<file path="src/rtl/dmaend_pkg.sv">
package dmaend_pkg;

    typedef enum logic [1:0] {
        END_OFF      = 2'b00,
        END_AT_READ  = 2'b01,
        END_AT_WRITE = 2'b10,
        END_AT_IRQ   = 2'b11
    } end_mode_e;

    typedef struct packed {
        end_mode_e mode;
        logic      ext;
    } end_cfg_t;

    localparam end_cfg_t CFG_RESET = '{mode: END_OFF, ext: 1'b0};

    // strobe allowed for this trigger point under the captured config
    function automatic logic strobe_enabled(end_cfg_t cfg, end_mode_e point);
        return (cfg.mode == point) && !cfg.ext;
    endfunction

endpackage

</file>
<file path="src/rtl/dmaend_ctrl.sv">
module dmaend_ctrl
    import dmaend_pkg::*;
#(
    parameter int CNT_W = 16
) (
    input  logic             clk,
    input  logic             rst,
    input  logic             start,
    input  logic [CNT_W-1:0] start_count,
    input  logic [1:0]       pos_sel,
    input  logic             ext_src,
    input  logic             finish,
    output logic             accept,
    output logic             active,
    output end_cfg_t         cfg
);

    assign accept = start && !active && (start_count != '0);

    always_ff @(posedge clk) begin
        if (rst) begin
            active <= 1'b0;
            cfg    <= CFG_RESET;
        end else if (accept) begin
            active   <= 1'b1;
            cfg.mode <= end_mode_e'(pos_sel);
            cfg.ext  <= ext_src;
        end else if (finish) begin
            active <= 1'b0;
        end
    end

endmodule

</file>
<file path="src/rtl/dmaend_count.sv">
module dmaend_count #(
    parameter int CNT_W = 16
) (
    input  logic             clk,
    input  logic             rst,
    input  logic             load,
    input  logic [CNT_W-1:0] load_val,
    input  logic             dec,
    output logic             is_last,
    output logic             is_zero
);

    localparam logic [CNT_W-1:0] ONE = CNT_W'(1);

    logic [CNT_W-1:0] remain;

    always_ff @(posedge clk) begin
        if (rst) begin
            remain <= '0;
        end else if (load) begin
            remain <= load_val;
        end else if (dec && remain != '0) begin
            remain <= remain - ONE;
        end
    end

    assign is_last = (remain == ONE);
    assign is_zero = (remain == '0);

endmodule

</file>
<file path="src/rtl/dmaend_irq_seq.sv">
module dmaend_irq_seq (
    input  logic clk,
    input  logic rst,
    input  logic final_wr,
    output logic done_q,
    output logic irq
);

    always_ff @(posedge clk) begin
        if (rst) begin
            done_q <= 1'b0;
            irq    <= 1'b0;
        end else begin
            done_q <= final_wr;
            irq    <= done_q;
        end
    end

endmodule

</file>
<file path="src/rtl/dmaend_strobe.sv">
module dmaend_strobe
    import dmaend_pkg::*;
(
    input  logic     clk,
    input  logic     rst,
    input  end_cfg_t cfg,
    input  logic     final_rd,
    input  logic     final_wr,
    input  logic     irq_next,
    output logic     end_n
);

    logic fire;

    always_comb begin
        fire = 1'b0;
        if (final_rd && strobe_enabled(cfg, END_AT_READ))  fire = 1'b1;
        if (final_wr && strobe_enabled(cfg, END_AT_WRITE)) fire = 1'b1;
        if (irq_next && strobe_enabled(cfg, END_AT_IRQ))   fire = 1'b1;
    end

    always_ff @(posedge clk) begin
        if (rst) end_n <= 1'b1;
        else     end_n <= !fire;
    end

endmodule

</file>
<file path="src/rtl/dmaend_strobe_gen.sv">
module dmaend_strobe_gen
    import dmaend_pkg::*;
#(
    parameter int CNT_W = 16
) (
    input  logic             clk,
    input  logic             rst,
    input  logic             start,
    input  logic [CNT_W-1:0] start_count,
    input  logic [1:0]       pos_sel,
    input  logic             ext_src,
    input  logic             rd_start,
    input  logic             wr_done,
    output logic             end_n,
    output logic             end_irq,
    output logic             active
);

    logic     accept, is_last, is_zero, done_q;
    logic     rd_ev, wr_ev, final_rd, final_wr;
    end_cfg_t cfg;

    dmaend_ctrl #(.CNT_W(CNT_W)) u_ctrl (
        .clk(clk), .rst(rst), .start(start), .start_count(start_count),
        .pos_sel(pos_sel), .ext_src(ext_src), .finish(done_q),
        .accept(accept), .active(active), .cfg(cfg)
    );

    assign rd_ev    = active && rd_start && !is_zero;
    assign wr_ev    = active && wr_done && !is_zero;
    assign final_rd = rd_ev && is_last;
    assign final_wr = wr_ev && is_last;

    dmaend_count #(.CNT_W(CNT_W)) u_count (
        .clk(clk), .rst(rst), .load(accept), .load_val(start_count),
        .dec(wr_ev), .is_last(is_last), .is_zero(is_zero)
    );

    dmaend_irq_seq u_irq (
        .clk(clk), .rst(rst), .final_wr(final_wr),
        .done_q(done_q), .irq(end_irq)
    );

    dmaend_strobe u_strobe (
        .clk(clk), .rst(rst), .cfg(cfg), .final_rd(final_rd),
        .final_wr(final_wr), .irq_next(done_q), .end_n(end_n)
    );

    // every strobe pulse lasts a single cycle
    a_r4_single_low: assert property (@(posedge clk) disable iff (rst)
        !end_n |=> end_n);

    // with-interrupt mode pulses only alongside the interrupt
    a_r6_with_irq: assert property (@(posedge clk) disable iff (rst)
        (!end_n && cfg.mode == END_AT_IRQ) |-> end_irq);

    // interrupt is one cycle wide
    a_r7_irq_pulse: assert property (@(posedge clk) disable iff (rst)
        end_irq |=> !end_irq);

    // channel is released when the interrupt is raised
    a_r7_release: assert property (@(posedge clk) disable iff (rst)
        end_irq |-> !active);

    // external requests never drive the strobe
    a_r8_ext_quiet: assert property (@(posedge clk) disable iff (rst)
        cfg.ext |-> end_n);

    // off mode never drives the strobe
    a_r3_off_quiet: assert property (@(posedge clk) disable iff (rst)
        cfg.mode == END_OFF |-> end_n);

    // interrupt only follows an armed channel
    a_r11_idle_no_irq: assert property (@(posedge clk) disable iff (rst)
        $rose(end_irq) |-> $past(active));

endmodule

</file>
<file path="config.mk">
export PLATFORM = sky130hd
export DESIGN_NAME = dmaend_strobe_gen
export DESIGN_NICKNAME = d
export VERILOG_FILES = /design/src/rtl/dmaend_pkg.sv /design/src/rtl/dmaend_ctrl.sv /design/src/rtl/dmaend_count.sv /design/src/rtl/dmaend_irq_seq.sv /design/src/rtl/dmaend_strobe.sv /design/src/rtl/dmaend_strobe_gen.sv
export SDC_FILE = /design/constraint.sdc
export NUM_CORES = 1
export LEC_CHECK = 0
export BUFFER_PORTS_ARGS = -buffer_cell sky130_fd_sc_hd__buf_4
export CORE_MARGIN = 3
export CORE_UTILIZATION = 27
export CTS_CLUSTER_SIZE = 10
export DETAILED_ROUTE_END_ITERATION = 8
export SYNTH_ARGS = -nofsm -noshare
export SYNTH_HDL_FRONTEND = slang
export SYNTH_HIERARCHICAL = 1
export SYNTH_SLANG_ARGS = --single-unit
</file>
<file path="constraint.sdc">
create_clock -name clk -period 3.2 [get_ports clk]
set_input_delay 0.64 -clock clk [delete_from_list [all_inputs] [get_ports clk]]
set_output_delay 0.64 -clock clk [all_outputs]
set_load 0.02 [all_outputs]
</file>
* After elaboration in Yosys (flattened, before gate mapping)
Cells that the tools add are included.
** Storage, ports and cells
- Register bits :: 23
- Input bits :: 24
- Output and inout bits :: 3
- Logic and storage cells :: 43
** Operators by class
- $add $sub $neg :: 1
- Eq/ne operators :: 4
- Mux-type cells :: 7
- Reductions and logical operators :: 24
** Operator list (count)
- 2-to-1 mux 16 bit :: 2
- nonzero test 16 bit :: 2
- == test 16 x 1 -> 1 bit (second input constant) :: 1
- logical NOT 16 bit :: 1
- subtractor 16 x 1 -> 16 bit (second input constant) :: 1
- logical AND 1 bit :: 15
- 2-to-1 mux 1 bit :: 5
- == test 2 bit (second input constant) :: 2
- logical NOT 1 bit :: 4
- nonzero test 2 bit :: 2
- == test 2 x 1 -> 1 bit (second input constant) :: 1

* Logic depth before layout (Yosys ltp)
- Depth after elaboration :: 9
- Gate-level depth with buffers :: 10
- Depth with buffers taken out :: 10

* By module
The synthesis kept the hierarchy.
** Modules (own cells, without submodules)
- dmaend_count :: instances 1, cells each 122, area an instance 974.7 um^2, seq. area each 320.3 um^2
- dmaend_ctrl :: instances 1, cells each 21, area an instance 245.2 um^2, seq. area each 80.1 um^2
- dmaend_irq_seq :: instances 1, cells each 4, area an instance 52.6 um^2, seq. area each 40.0 um^2
- dmaend_strobe :: instances 1, cells each 4, area an instance 46.3 um^2, seq. area each 20.0 um^2
- dmaend_strobe_gen :: instances 1, cells each 3, area an instance 30.0 um^2, seq. area each 0.0 um^2

* Worst setup path before layout
Ideal clock, no wire load.
- Path type :: reg-to-reg
- From :: register u_count.remain[0]
- To :: register u_count.remain[6]
- Setup time :: 0.126 ns
- Data arrival time :: 2.451 ns
- Slack :: 0.623 ns
- Stages on the path, launching flop included :: 11
- Path buffers :: 0
- Cells stage by stage :: dfxtp_1 > inv_1 > ha_1 > or4b_2 > nor4_4 > and3b_2 > nand3b_1 > or4_1 > a211oi_1 > a211oi_1 > nor3_1
** On the way
- Word-level cells in the longest chain between the ends :: 5
- Elaborated cells on any way between the ends :: 9
- Those cells by class :: add/sub: 1; mux: 2; reduce/logical: 6
** Ends and longest elaborated chain
- from (decl) :: RTL line dmaend_count.sv:15 : logic [CNT_W-1:0] remain;
- from (signal assigned) :: RTL line dmaend_count.sv:21 : remain <= load_val;
- from (signal assigned) :: RTL line dmaend_count.sv:23 : remain <= remain - ONE;
- logical NOT 16 bit :: RTL line dmaend_count.sv:28 : assign is_zero = (remain == '0);
- net is_zero :: RTL line dmaend_strobe_gen.sv:19 : logic accept, is_last, is_zero, done_q;
- logical NOT 1 bit :: RTL line dmaend_strobe_gen.sv:30 : assign wr_ev = active && wr_done && !is_zero;
- logical AND 1 bit :: RTL line dmaend_strobe_gen.sv:30
- net wr_ev :: RTL line dmaend_strobe_gen.sv:20 : logic rd_ev, wr_ev, final_rd, final_wr;
- logical AND 1 bit :: RTL line dmaend_count.sv:22 : end else if (dec && remain != '0) begin
- nonzero test 2 bit (no source line)
The timed path passes the listed nets, and every way through them passes these cells. The select of a mux whose other input is x is not followed.
A chain may end at the register's enable or synchronous reset.

* Worst setup path after layout
Ends and elaborated chain as after synthesis.

==> impl_metrics.env <==
export IMPL_grtUsageTotal_pct=11.6
export IMPL_peakVddDrop_mv=0.157
export IMPL_dieWidth_um=76.7
export IMPL_hold_class="reg -> reg"
export IMPL_final_cell_area_mm2=0.00167
export IMPL_worstHoldEndpoint="u_strobe/end_n"
export IMPL_grt_ovfl_total=0
export IMPL_maxSlewHeadroom_pct=56.4
export IMPL_total_leakage_power_nw=0.593
export IMPL_placed_cell_area_mm2=0.00162
export IMPL_syn_nets=180
export IMPL_internal_power_mw=0.479
export IMPL_critical_path_arrival_ps=2800
export IMPL_period_share_pct=82.6
export IMPL_cts_buffers=3
export IMPL_synth_area_leader_cell="dfxtp_1"
export IMPL_cts_resized_gates=0
export IMPL_tightestPinTransition_ps=650
export IMPL_place_congestion=0.803
export IMPL_die_y_um=76.7
export IMPL_first_global_vias=1190
export IMPL_cpMostUsedCell="a211oi_1"
export IMPL_rsz0062_at_grt="false"
export IMPL_outcome="finished clean"
export IMPL_cts_hold_buf=0
export IMPL_drtPass1Iterations=4
export IMPL_switching_share_pct=31.2
export IMPL_fmax_ghz=0.378
export IMPL_layout_min_cycle_time_ps=2640
export IMPL_r2r_start="u_count/remain[0]"
export IMPL_p_sw_mw=0.217
export IMPL_maxCapViolations=0
export IMPL_drt_antenna_violating_nets=0
export IMPL_routedWlPerCell_um=13.2
export IMPL_n_antenna_cell=0
export IMPL_routed_wirelength_mm=3.26
export IMPL_comb_power_share_pct=25.9
export IMPL_p_seq_share_pct=48.0
export IMPL_pin_count=27
export IMPL_hold_viol=0
export IMPL_vias=1213
export IMPL_htreeDepth=1
export IMPL_num_rows=25
export IMPL_cp_required_ps=3350
export IMPL_synth_warnings=6
export IMPL_avgSynthCellArea_um2=8.76
export IMPL_fin_setup_tns_ps=0
export IMPL_cts_sinks=23
export IMPL_post_cts_buffers=0
export IMPL_avgViaCountPerCell=4.91
export IMPL_fin_util_pct=34.8
export IMPL_max_stage_delay_ps=640
export IMPL_clkTransAtPathRegs_ps=80
export IMPL_min_from="u_ctrl/cfg[0]"
export IMPL_drive_above_1_share_pct=23.3
export IMPL_synth_cell_types=36
export IMPL_finalNonFillerCells=247
export IMPL_netlist_area_mm2=0.00135
export IMPL_power_density_mw_per_mm2=418
export IMPL_area_delta_synth_final_pct=23.6
export IMPL_finalClockSkew_ps=1.97
export IMPL_clk_latency_ps=260
export IMPL_drc_errors=0
export IMPL_root_buffer="clkbuf_8"
export IMPL_drt_initial_drc_count=79
export IMPL_drv_slew=0
export IMPL_ys_seq_area_share_pct=34.1
export IMPL_synth_top_area_share_pct=34.1
export IMPL_cts_tree="yes"
export IMPL_initial_utilization_pct=28.2
export IMPL_rrSetupSlack_ps=560
export IMPL_port_buffer_count=26
export IMPL_crit_slowest_cell="or4b_2"
export IMPL_synth_seq_cells=23
export IMPL_syn_inst=154
export IMPL_finalSetupViolations=0
export IMPL_synthTopCellsByArea="dfxtp_1, xnor2_1, a211oi_1, nor2_1, nand2b_1"
export IMPL_critPathKind="reg -> reg"
export IMPL_grt_max_degree=28
export IMPL_min_path_cells=1
export IMPL_grt_pass1_wl_mm=5.60
export IMPL_clkPwrFrac_pct=26.1
export IMPL_dieArea_mm2=0.00588
export IMPL_crit_path_end_kind="flop"
export IMPL_dp_cells=243
export IMPL_start_kind="flop"
export IMPL_crit_fanout=9
export IMPL_hpwl_mm=2.45
export IMPL_p_total_mw=0.697
export IMPL_antenna_found_initial=0
export IMPL_cp_cell_sequence="inv_1, ha_1, or4b_2, nor4_4, and3b_2, nand3b_1, or4_1, a211oi_1, a211oi_1, nor3_1"
export IMPL_nets=207
export IMPL_core_area_mm2=0.00479
export IMPL_r2r_end="u_count/remain[6]"
export IMPL_rr_worst_depth=10
export IMPL_cts_buffer_depth=2
[synth_stat cells]
| master | instances |
|---|---|
| and3b_2 | 1 |
| a211oi_2 | 1 |
| nand3b_1 | 1 |
| nor2_1 | 17 |
| o21ba_1 | 1 |
| clkinv_1 | 1 |
| or4_1 | 2 |
| or4b_2 | 1 |
| a41oi_2 | 1 |
| o21ai_0 | 2 |
| or3_1 | 6 |
| nor3b_1 | 1 |
| nor4_1 | 10 |
| or4_4 | 1 |
| clkbuf_1 | 6 |
| a211o_1 | 1 |
| xnor2_1 | 10 |
| nor4_4 | 2 |
| and4b_1 | 2 |
| o211ai_1 | 1 |
| inv_1 | 3 |
| dfxtp_1 | 23 |
| nor2b_1 | 3 |
| a2111o_1 | 1 |
| nand2b_1 | 10 |
| a311oi_1 | 2 |
| o21bai_1 | 2 |
| nand2_1 | 7 |
| nor3_1 | 10 |
| mux2i_1 | 4 |
| a21oi_1 | 5 |
| o22ai_1 | 1 |
| ha_1 | 2 |
| nor4_2 | 3 |
| o21a_1 | 1 |
| a211oi_1 | 9 |
[per-stage QoR]
stage	hold slack, ps	setup slack (ps)
6_report	473	557
5_1_grt	511	360
4_1_cts	480	582
3_5_place_dp	458	588
3_3_place_gp	453	656
2_1_floorplan	420	623
[final cells by class]
type | instances | area, um2
clock inverter | 1 | 5.00
timing repair buffer | 28 | 210
tap | 67 | 83.8
fill | 509 | 3120
sequential | 23 | 460
inverter | 4 | 15.0
clock buffer | 3 | 41.3
multi-input combinational | 121 | 851
[cell families after synthesis]
| logic type | Yosys count | share of synthesized area (%) |
|---|---|---|
| multiplexers | 4 | 2.97 |
| XOR/XNOR | 10 | 6.49 |
| buffers and inverters | 10 | 2.78 |
| adder cells (fa/ha/maj) | 2 | 1.85 |
| AND/OR/NAND/NOR | 77 | 35.8 |
| flip-flops | 23 | 34.1 |
| AO/OA/AOI/OAI | 28 | 16.0 |
[power by group through the flow]
stage	sequential, mW	clock (mW)	combinational (mW)
after floorplan	0.336	0	0.122
after detailed placement	0.340	0	0.180
final	0.334	0.182	0.180
after CTS	0.334	0.192	0.180
after global placement	0.340	0	0.180
after global routing	0.338	0.202	0.203
[worst max-delay path: cells and delay by family (launching register included)]
family          cells  cell delay [ps]
fa+ha+maj           1              220
buf+inv             1               90
compound gates      2              280
flops               1              330
simple gates        6             1610
[cell usage in the layout, fill, tap and decap left out, drive strengths merged]
cell type  count
buf           28
dfxtp         23
nor2          17
nor4          15
nor3          10
nand2b        10
xnor2         10
a211oi        10
nand2          7
or3            6
a21oi          5
mux2i          4
clkbuf         3
inv            3
nor2b          3
or4            3
and4b          2
o21ai          2
a311oi         2
o21bai         2
ha             2
clkinv         2
and3b          1
or4b           1
nand3b         1
a211o          1
o211ai         1
o21a           1
nor3b          1
o22ai          1
a41oi          1
o21ba          1
a2111o         1
[state kept, by name (all words and copies together) (netlist names)]
name            count
u_count/remain     16
u_ctrl/active       1
u_ctrl/cfg          3
u_irq/done_q        1
u_irq/irq           1
u_strobe/end_n      1
[worst max path at each step]
| stage | from | endpoint | slack (ps) | depth (start not counted) |
|---|---|---|---|---|
| after floorplan | u_count/remain[0] | u_count/remain[6] | 620 | 10 |
| after global placement | u_count/remain[0] | u_count/remain[6] | 660 | 10 |
| after detailed placement | u_count/remain[0] | u_count/remain[6] | 590 | 10 |
| after CTS | u_count/remain[0] | u_count/remain[6] | 580 | 10 |
| after global routing | u_count/remain[0] | u_count/remain[6] | 360 | 10 |
| final | u_count/remain[0] | u_count/remain[6] | 560 | 10 |
[metal layers]
| layer | vias up | global-route usage, % | part of all wire, % |
|---|---|---|---|
| li1 | 627 | - | - |
| met1 | 552 | 16.1 | 51 |
| met2 | 32 | 17.6 | 42 |
| met3 | 2 | 2.93 | 6.1 |
| met4 | 0 | 3.44 | 0.83 |
| met5 | - | 0 | 0 |
No activity file was read; power rests on OpenSTA's default activity.
